**config.mk**
```make
export PLATFORM = sky130hd
export DESIGN_NAME = spi_regslave
export DESIGN_NICKNAME = d
export VERILOG_FILES = /design/src/rtl/spi_regslave.sv
export SDC_FILE = /design/constraint.sdc
export NUM_CORES = 1
export LEC_CHECK = 0
export BUFFER_PORTS_ARGS = -buffer_cell sky130_fd_sc_hd__buf_2
export CAP_MARGIN = 15
export CELL_PAD_IN_SITES_DETAIL_PLACEMENT = 1
export CELL_PAD_IN_SITES_GLOBAL_PLACEMENT = 1
export CORE_MARGIN = 2
export CORE_UTILIZATION = 45
export DETAILED_ROUTE_END_ITERATION = 7
export MAX_ROUTING_LAYER = met4
export PLACE_DENSITY_LB_ADDON = 0.2
export SLEW_MARGIN = 20
export SYNTH_ARGS = -nofsm -noshare
export SYNTH_HDL_FRONTEND = slang
export SYNTH_SLANG_ARGS = --single-unit
```
**constraint.sdc**
```tcl
create_clock -name clk -period 2.7 [get_ports clk]
set_input_delay 0.405 -clock clk [delete_from_list [all_inputs] [get_ports clk]]
set_output_delay 0.405 -clock clk [all_outputs]
set_load 0.005 [all_outputs]
```
**src/rtl/spi_regslave.sv**
```systemverilog
module spi_regslave #(
  parameter int          ADDR_W  = 6,
  parameter int          DATA_W  = 8,
  parameter logic [31:0] ND_MASK = 32'h0000_00FF
) (
  input  logic                clk,
  input  logic                rst_n,
  input  logic                spi_sclk,
  input  logic                spi_cs_n,
  input  logic                spi_mosi,
  output logic                spi_miso,
  output logic                spi_miso_oe,
  output logic                wr_stb,
  output logic [ADDR_W-1:0]   wr_addr,
  output logic [DATA_W-1:0]   wr_data,
  output logic                rd_stb,
  output logic [ADDR_W-2:0]   rd_idx,
  input  logic [2*DATA_W-1:0] rd_data,
  input  logic                upd_stb,
  input  logic [ADDR_W-2:0]   upd_idx,
  output logic                spi_err
);
  localparam int IDX_W      = ADDR_W - 1;
  localparam int NREG       = 1 << IDX_W;
  localparam int WORD_W     = 2 * DATA_W;
  localparam int FRAME_BITS = 2 + ADDR_W + DATA_W;
  localparam int CNT_W      = $clog2(FRAME_BITS + 1) + 1;
  localparam logic [CNT_W-1:0] CNT_MAX  = '1;
  localparam logic [CNT_W-1:0] CNT_FULL = CNT_W'(FRAME_BITS);
  localparam logic [NREG-1:0]  FLAGGED  = ND_MASK[NREG-1:0];

  logic [1:0] sclk_sy, cs_sy, mosi_sy;
  logic       sclk_d, cs_d;
  logic       active, miso_q;
  logic [CNT_W-1:0]      bit_cnt;
  logic [FRAME_BITS-1:0] rx_sr;
  logic [WORD_W-1:0]     tx_sr, reply;
  logic [NREG-1:0]       nd, nd_next;

  wire sclk_rise = sclk_sy[1] & ~sclk_d;
  wire sclk_fall = ~sclk_sy[1] & sclk_d;
  wire cs_fall   = ~cs_sy[1] & cs_d;
  wire cs_rise   = cs_sy[1] & ~cs_d;
  wire frame_end = active & cs_rise;
  wire frame_ok  = frame_end & (bit_cnt == CNT_FULL);

  assign spi_miso_oe = active;
  assign spi_miso    = active & miso_q;

  always_ff @(posedge clk or negedge rst_n) begin
    if (!rst_n) begin
      sclk_sy <= 2'b11;
      cs_sy   <= 2'b11;
      mosi_sy <= 2'b00;
      sclk_d  <= 1'b1;
      cs_d    <= 1'b1;
    end else begin
      sclk_sy <= {sclk_sy[0], spi_sclk};
      cs_sy   <= {cs_sy[0], spi_cs_n};
      mosi_sy <= {mosi_sy[0], spi_mosi};
      sclk_d  <= sclk_sy[1];
      cs_d    <= cs_sy[1];
    end
  end

  always_ff @(posedge clk or negedge rst_n) begin
    if (!rst_n) begin
      active  <= 1'b0;
      bit_cnt <= '0;
      rx_sr   <= '0;
      tx_sr   <= '0;
      miso_q  <= 1'b0;
    end else if (cs_fall) begin
      active  <= 1'b1;
      bit_cnt <= '0;
      miso_q  <= reply[WORD_W-1];
      tx_sr   <= {reply[WORD_W-2:0], 1'b0};
    end else if (cs_rise) begin
      active  <= 1'b0;
    end else if (active) begin
      if (sclk_rise) begin
        rx_sr <= {rx_sr[FRAME_BITS-2:0], mosi_sy[1]};
        if (bit_cnt != CNT_MAX) bit_cnt <= bit_cnt + 1'b1;
      end
      if (sclk_fall && bit_cnt != '0) begin
        miso_q <= tx_sr[WORD_W-1];
        tx_sr  <= {tx_sr[WORD_W-2:0], 1'b0};
      end
    end
  end

  always_ff @(posedge clk or negedge rst_n) begin
    if (!rst_n) begin
      wr_stb  <= 1'b0;
      wr_addr <= '0;
      wr_data <= '0;
      rd_stb  <= 1'b0;
      rd_idx  <= '0;
      spi_err <= 1'b0;
    end else begin
      wr_stb <= frame_ok & rx_sr[FRAME_BITS-1];
      rd_stb <= frame_ok & ~rx_sr[FRAME_BITS-1];
      if (frame_ok) begin
        wr_addr <= rx_sr[FRAME_BITS-3 -: ADDR_W];
        wr_data <= rx_sr[DATA_W-1:0];
        rd_idx  <= rx_sr[FRAME_BITS-3 -: IDX_W];
      end
      if (frame_end) spi_err <= ~frame_ok;
    end
  end

  always_comb begin
    nd_next = nd;
    if (rd_stb && FLAGGED[rd_idx]) nd_next[rd_idx] = 1'b0;
    if (upd_stb && FLAGGED[upd_idx]) nd_next[upd_idx] = 1'b1;
  end

  always_ff @(posedge clk or negedge rst_n) begin
    if (!rst_n) begin
      nd    <= '0;
      reply <= '0;
    end else begin
      nd <= nd_next;
      if (rd_stb)
        reply <= {FLAGGED[rd_idx] ? nd[rd_idx] : rd_data[WORD_W-1], rd_data[WORD_W-2:0]};
      else if (frame_end && !(frame_ok && !rx_sr[FRAME_BITS-1]))
        reply <= '0;
    end
  end
endmodule

```
Yosys cells after proc, flatten, opt, wreduce, memory -nomap -nowiden:

Memories as Yosys holds them, arrays and structs flattened.
Cells that the tools add are included.

* add/subtract/negate cells: 1
* $lt $le $gt $ge: 4
* multiplexer cells: 28
* reduce and logical (&&, ||, !) cells: 19
* equality and inequality tests: 3
* bitwise logic cells: 20

Operator list (count)
* 16-bit two-way mux: 6
* 32-bit two-way mux: 2
* 32-bit AND: 1
* 32-bit NOT: 1
* 32-bit OR: 1
* 6-bit two-way mux: 5
* 5-bit by 6-bit < comparator with 1-bit output (second input constant): 2
* 1-bit two-way mux: 12
* 2-bit nonzero test: 6
* 1-bit demux with 5-bit select: 2
* 5-bit by 1-bit >= comparator with 1-bit output (second input constant): 2
* 1-bit AND: 9
* 1-bit NOT: 8
* 4-bit AND reduction: 2
* 1-bit logical AND: 7
* 6-bit by 1-bit adder with 6-bit output (second input constant): 1
* 6-bit by 5-bit == test with 1-bit output (second input constant): 1
* 6-bit != test (second input constant): 1
* 6-bit nonzero test: 1
* 1-bit binary-select mux with 5-bit select: 1
* 3-bit AND reduction: 1
* 1-bit logical NOT: 2
* 2-bit != test (second input constant): 1

* memories: 2
* input bits: 27
* memory bits (read-only): 64
* flip-flop bits (word level): 118
* word-level logic and storage cells: 95
* output and inout port bits: 24

Memories
* (no name shown): depth 32, width 1, rd ports 1, clocked after memory_dff 0, wr ports 0, RTL line 125 `reply <= {FLAGGED[rd_idx] ? nd[rd_idx] : rd_data[WORD_W-1], rd_data[WORD_W-2:0]};`
* (no name shown): depth 32, width 1, rd ports 1, clocked after memory_dff 0, wr ports 0, RTL line 115 `if (upd_stb && FLAGGED[upd_idx]) nd_next[upd_idx] = 1'b1;`

Logic depth before layout (Yosys ltp):

* word-level depth: 9
* mapped depth: 8

Least setup slack after synthesis:

Ideal clock, no wire load.

* kind: register to register
* start point: register bit_cnt[0]
* end point: register tx_sr[10]
* setup time: 0.125 ns
* clock period less this slack: 1.868 ns
* stages on the path, launching flop included: 8
* arrival time: 1.743 ns
* slack: 0.832 ns
* cell sequence: dfrtp_1 > inv_1 > ha_1 > nor3b_1 > a211o_1 > a21oi_4 > buf_12 > mux2_4

* longest elaborated chain between the ends: 4

Ends and longest elaborated chain
* from (decl): RTL line 35 `logic [CNT_W-1:0] bit_cnt;`
* from (signal assigned): RTL line 83 `if (bit_cnt != CNT_MAX) bit_cnt <= bit_cnt + 1'b1;`
* 6-bit nonzero test: RTL line 85 `if (sclk_fall && bit_cnt != '0) begin`
* 1-bit logical AND: RTL line 85
* 2-bit nonzero test (no source line)
* 3-bit AND reduction (no source line)
* to (signal assigned): RTL line 77 `tx_sr <= {reply[WORD_W-2:0], 1'b0};`
* to (signal assigned): RTL line 87 `tx_sr <= {tx_sr[WORD_W-2:0], 1'b0};`
* to (decl): RTL line 37 `logic [WORD_W-1:0] tx_sr, reply;`

Every way passes these cells.
A chain may end at the register's enable or synchronous reset.

Worst setup path after layout:

* start point: register bit_cnt[0]
* end point: register tx_sr[2]

The elaborated chain is that of the path after synthesis.

==> flow_results.xml <==
<?xml version="1.0" encoding="UTF-8"?>
<metrics>
  <group name="outcome">
    <metric name="run_status" unit="">finished, final reports clean</metric>
  </group>
  <group name="placement">
    <metric name="port_buffer_count" unit="">50</metric>
    <metric name="place_area" unit="um2">4290</metric>
    <metric name="gp_routability_congestion" unit="">0.744</metric>
    <metric name="dpl.hpwl" unit="um">5370</metric>
  </group>
  <group name="cells_and_area">
    <metric name="area_growth" unit="%">13.2</metric>
    <metric name="most_common_library_cell_in_the_layout_ignoring_fill_and_taps" unit="">sky130_fd_sc_hd__dfrtp_1</metric>
    <metric name="final.fill_count" unit="">887</metric>
    <metric name="design.final.nets" unit="">371</metric>
    <metric name="num_antenna_cells" unit="">0</metric>
    <metric name="commonest_cells_after_routing_fill_and_taps_aside" unit="">sky130_fd_sc_hd__dfrtp_1, sky130_fd_sc_hd__mux2_2, sky130_fd_sc_hd__buf_2</metric>
    <metric name="total_non_filler_cell_area_in_the_finished_layout" unit="um2">4500</metric>
    <metric name="drive_gt1_share" unit="%">41.6</metric>
    <metric name="post-route-util" unit="%">52.1</metric>
  </group>
  <group name="clock_tree">
    <metric name="cts.hold.buffers_added" unit="">0</metric>
    <metric name="clock_sink_count" unit="">92</metric>
    <metric name="cts_setup_buffers" unit="">0</metric>
    <metric name="clock_latency" unit="ps">370</metric>
    <metric name="cts_resized" unit="">0</metric>
    <metric name="clk_path_buf_depth" unit="">2</metric>
    <metric name="cts_root_buffer" unit="">sky130_fd_sc_hd__clkbuf_8</metric>
    <metric name="number_of_buffers_inserted_during_clock_tree_synthesis" unit="">9</metric>
    <metric name="clock_tree_from_tritoncts" unit="">built</metric>
    <metric name="clk_pin_slew" unit="ps">100</metric>
    <metric name="htree_num_levels" unit="">3</metric>
  </group>
  <group name="setup_path">
    <metric name="crit_path_end" unit="">tx_sr[2]$_DFFE_PN0P_</metric>
    <metric name="critPathCaptureType" unit="">flop</metric>
    <metric name="worst_path_max_delay_cell" unit="">sky130_fd_sc_hd__dfrtp_1</metric>
    <metric name="r2r_start" unit="">bit_cnt[0]$_DFFE_PN0P_</metric>
    <metric name="worst_path_cell_trace" unit="">inv_1 -&gt; ha_1 -&gt; nor3b_1 -&gt; a211o_1 -&gt; a21oi_4 -&gt; buf_4 -&gt; mux2_2</metric>
    <metric name="worst_path_largest_cell_delay" unit="ps">400</metric>
    <metric name="worstSetupPathType" unit="">flop to flop</metric>
    <metric name="timing.rr.end" unit="">tx_sr[2]$_DFFE_PN0P_</metric>
    <metric name="startpoint" unit="">bit_cnt[0]$_DFFE_PN0P_</metric>
    <metric name="worstRegToRegCells" unit="">7</metric>
    <metric name="path_buf_inv" unit="">2</metric>
    <metric name="crit_path_start_kind" unit="">flop</metric>
    <metric name="critical_path.max_fanout" unit="">16</metric>
    <metric name="cp_top_family" unit="">compound AO/OA/AOI/OAI gates</metric>
    <metric name="setup.reg_to_reg.worst_slack" unit="ps">630</metric>
    <metric name="critical_path_arrival" unit="ps">2320</metric>
    <metric name="crit_required" unit="ps">2950</metric>
    <metric name="worst-path-stages" unit="">7</metric>
  </group>
  <group name="synth">
    <metric name="cell_type_with_the_highest_aggregate_area_in_the_netlist" unit="">sky130_fd_sc_hd__dfrtp_1</metric>
    <metric name="synthXorXnorAreaFrac" unit="%">0</metric>
    <metric name="post_synth_mux_area_share" unit="%">18.4</metric>
    <metric name="synth_largest_type_area_fraction" unit="%">54.1</metric>
    <metric name="synth.yosys.warnings" unit="">0</metric>
    <metric name="cell_area_after_technology_mapping" unit="um2">3980</metric>
    <metric name="dominantRegCellSynth" unit="">sky130_fd_sc_hd__dfrtp_1</metric>
    <metric name="synth_nets" unit="">326</metric>
    <metric name="synth_edf_count" unit="">0</metric>
    <metric name="synth_compound_area_share" unit="%">10.9</metric>
    <metric name="synth-seq-cells" unit="">92</metric>
    <metric name="synth_top_family_by_area" unit="">multiplexers</metric>
    <metric name="synthSimpleGateAreaFrac" unit="%">6.54</metric>
    <metric name="post_synth_adder_cell_area" unit="%">1.57</metric>
    <metric name="synth_area_per_cell" unit="um2">13.5</metric>
    <metric name="synthCells" unit="">294</metric>
    <metric name="synth-async-reset-ratio" unit="%">100</metric>
    <metric name="post_synth_num_cell_types" unit="">45</metric>
    <metric name="ys_top_cells_by_area" unit="">sky130_fd_sc_hd__dfrtp_1, sky130_fd_sc_hd__mux2_2, sky130_fd_sc_hd__dfstp_2</metric>
    <metric name="synth-seq-area-share" unit="%">58.1</metric>
  </group>
  <group name="hold_path">
    <metric name="min-delay-path-class" unit="">primary input to async pin</metric>
  </group>
  <group name="timing">
    <metric name="grt_setup_unrepaired" unit="">no</metric>
    <metric name="timing.final.crit_share" unit="%">76.7</metric>
    <metric name="timing.max_slew.rel_slack" unit="%">58.3</metric>
    <metric name="final-hold-violation-count" unit="">0</metric>
    <metric name="tns" unit="ps">0</metric>
    <metric name="report.final.setup_viol" unit="">0</metric>
    <metric name="final-max-slew-violation-count" unit="">0</metric>
    <metric name="fmax" unit="MHz">483</metric>
    <metric name="worst_clock_skew" unit="ps">10.6</metric>
    <metric name="final.min_clock_period" unit="ps">2070</metric>
    <metric name="worstMarginPinSlew" unit="ps">609</metric>
  </group>
  <group name="power_and_ir_drop">
    <metric name="finalPower" unit="mW">2.55</metric>
    <metric name="power.leakage" unit="nW">2.20</metric>
    <metric name="vdd.ir_drop.worst" unit="mV">0.250</metric>
    <metric name="powerDensity" unit="nW/um2">567</metric>
  </group>
  <group name="floorplanning">
    <metric name="design.die.area" unit="um2">9610</metric>
    <metric name="die_height" unit="um">98.0</metric>
    <metric name="die_width" unit="um">98.0</metric>
    <metric name="ioPinCount" unit="">51</metric>
    <metric name="initial_core_util" unit="%">46.1</metric>
    <metric name="rows" unit="">34</metric>
    <metric name="coreArea" unit="um2">8640</metric>
  </group>
  <group name="drt">
    <metric name="wl_per_cell" unit="um">17.4</metric>
    <metric name="final_antenna_net_count" unit="">0</metric>
    <metric name="routed_vias" unit="">2438</metric>
    <metric name="detail_route.wirelength" unit="um">7890</metric>
    <metric name="drc_errors" unit="">0</metric>
    <metric name="detail_route.first_pass.iterations" unit="">4</metric>
    <metric name="detail_route.iter0.violations" unit="">72</metric>
    <metric name="vias_per_cell" unit="">5.39</metric>
  </group>
  <group name="grt">
    <metric name="grt_use_total" unit="%">18.6</metric>
    <metric name="antenna_found_initial" unit="">0</metric>
    <metric name="largest_net_degree_at_the_start_of_global_routing" unit="">55</metric>
    <metric name="global_route.overflow_total" unit="">0</metric>
    <metric name="grt_pass1_wl" unit="um">14000</metric>
    <metric name="first_global_vias" unit="">2791</metric>
  </group>
  <group name="job">
    <metric name="cap_viol_max_count" unit="">0</metric>
  </group>
</metrics>
==> how the worst min path moves through the flow <==
stage / from / slack, ps / endpoint
CTS: rst_n / 20 / nd[1]$_DFF_PN0_
finish: rst_n / 4 / nd[1]$_DFF_PN0_
floorplan: rst_n / 110 / bit_cnt[0]$_DFFE_PN0P_
detailed placement: mosi_sy[0]$_DFF_PN0_ / 340 / mosi_sy[1]$_DFF_PN0_
global placement: mosi_sy[0]$_DFF_PN0_ / 340 / mosi_sy[1]$_DFF_PN0_
global route: rst_n / 30 / nd[1]$_DFF_PN0_
==> per-layer routing <==
metal  up-vias  track usage, %  wire length (um)  share of wire, %
li1       1149               -                 -                 -
met1      1244            23.0              3530                45
met2        31            30.3              4000                51
met3        14            3.94               250               3.2
met4         0            6.41               104               1.3
met5         -               -                 0                 0
==> stage by stage <==
stage,setup WS [ps],hold slack (ps),cells
final,628,3.76,452
after global routing,503,32.3,452
after CTS,617,16.5,452
after detailed placement,678,340,436
after global placement,741,336,436
after floorplan,832,109,294
==> sequential cells by signal (all words and copies together), names as in the netlist, 2 cells and up <==
name,count
bit_cnt,6
tx_sr,15
cs_sy,2
reply,16
sclk_sy,2
wr_data,8
mosi_sy,2
nd,12
wr_addr,6
rx_sr,16
==> where the power goes <==
part,internal (mW),switching (mW),total [mW]
logic,0.0589,0.0803,0.139
registers,1.41,0.0229,1.43
clock network,0.450,0.531,0.981
==> cell usage after synthesis, types with 3 or more instances <==
| library cell | count |
|---|---|
| sky130_fd_sc_hd__dfrtp_1 | 86 |
| sky130_fd_sc_hd__nand3b_1 | 5 |
| sky130_fd_sc_hd__buf_2 | 3 |
| sky130_fd_sc_hd__mux2_2 | 52 |
| sky130_fd_sc_hd__dfstp_2 | 6 |
| sky130_fd_sc_hd__nand2_1 | 9 |
| sky130_fd_sc_hd__ha_1 | 5 |
| sky130_fd_sc_hd__a22o_1 | 15 |
| sky130_fd_sc_hd__a311oi_1 | 3 |
| sky130_fd_sc_hd__o31ai_1 | 5 |
| sky130_fd_sc_hd__a21oi_1 | 3 |
| sky130_fd_sc_hd__clkbuf_1 | 10 |
| sky130_fd_sc_hd__nand3_1 | 4 |
| sky130_fd_sc_hd__nor2_1 | 5 |
| sky130_fd_sc_hd__buf_4 | 8 |
| sky130_fd_sc_hd__nand2b_1 | 4 |
| sky130_fd_sc_hd__o21ai_0 | 16 |
| sky130_fd_sc_hd__mux2_4 | 9 |
| sky130_fd_sc_hd__inv_1 | 10 |
==> kinds of logic after synthesis <==
family          after synthesis
mux                          62
buf+inv                      33
fa+ha+maj                     5
simple gates                 45
flops                        92
compound gates               57
==> final cells by class <==
cell class / instances / area (um2) / share of cell area [%]
Clock buffer: 9 / 124 / 2.75
Clock inverter: 7 / 91.3 / 2.03
Inverter: 10 / 37.5 / 0.834
Multi-Input combinational cell: 169 / 1490 / 33.0
Sequential cell: 92 / 2310 / 51.3
Tap cell: 108 / 135 / 3.00
Timing Repair Buffer: 57 / 318 / 7.06
==> worst reg2reg max path, delay by kind of cell (launching register included) <==
| kind | cells | cell delay, ps |
|---|---|---|
| fa+ha+maj | 1 | 200 |
| simple gates | 1 | 160 |
| flops | 1 | 400 |
| compound gates | 2 | 450 |
| buf+inv | 2 | 370 |
| mux | 1 | 370 |
No activity file was read; power rests on OpenSTA's default activity.
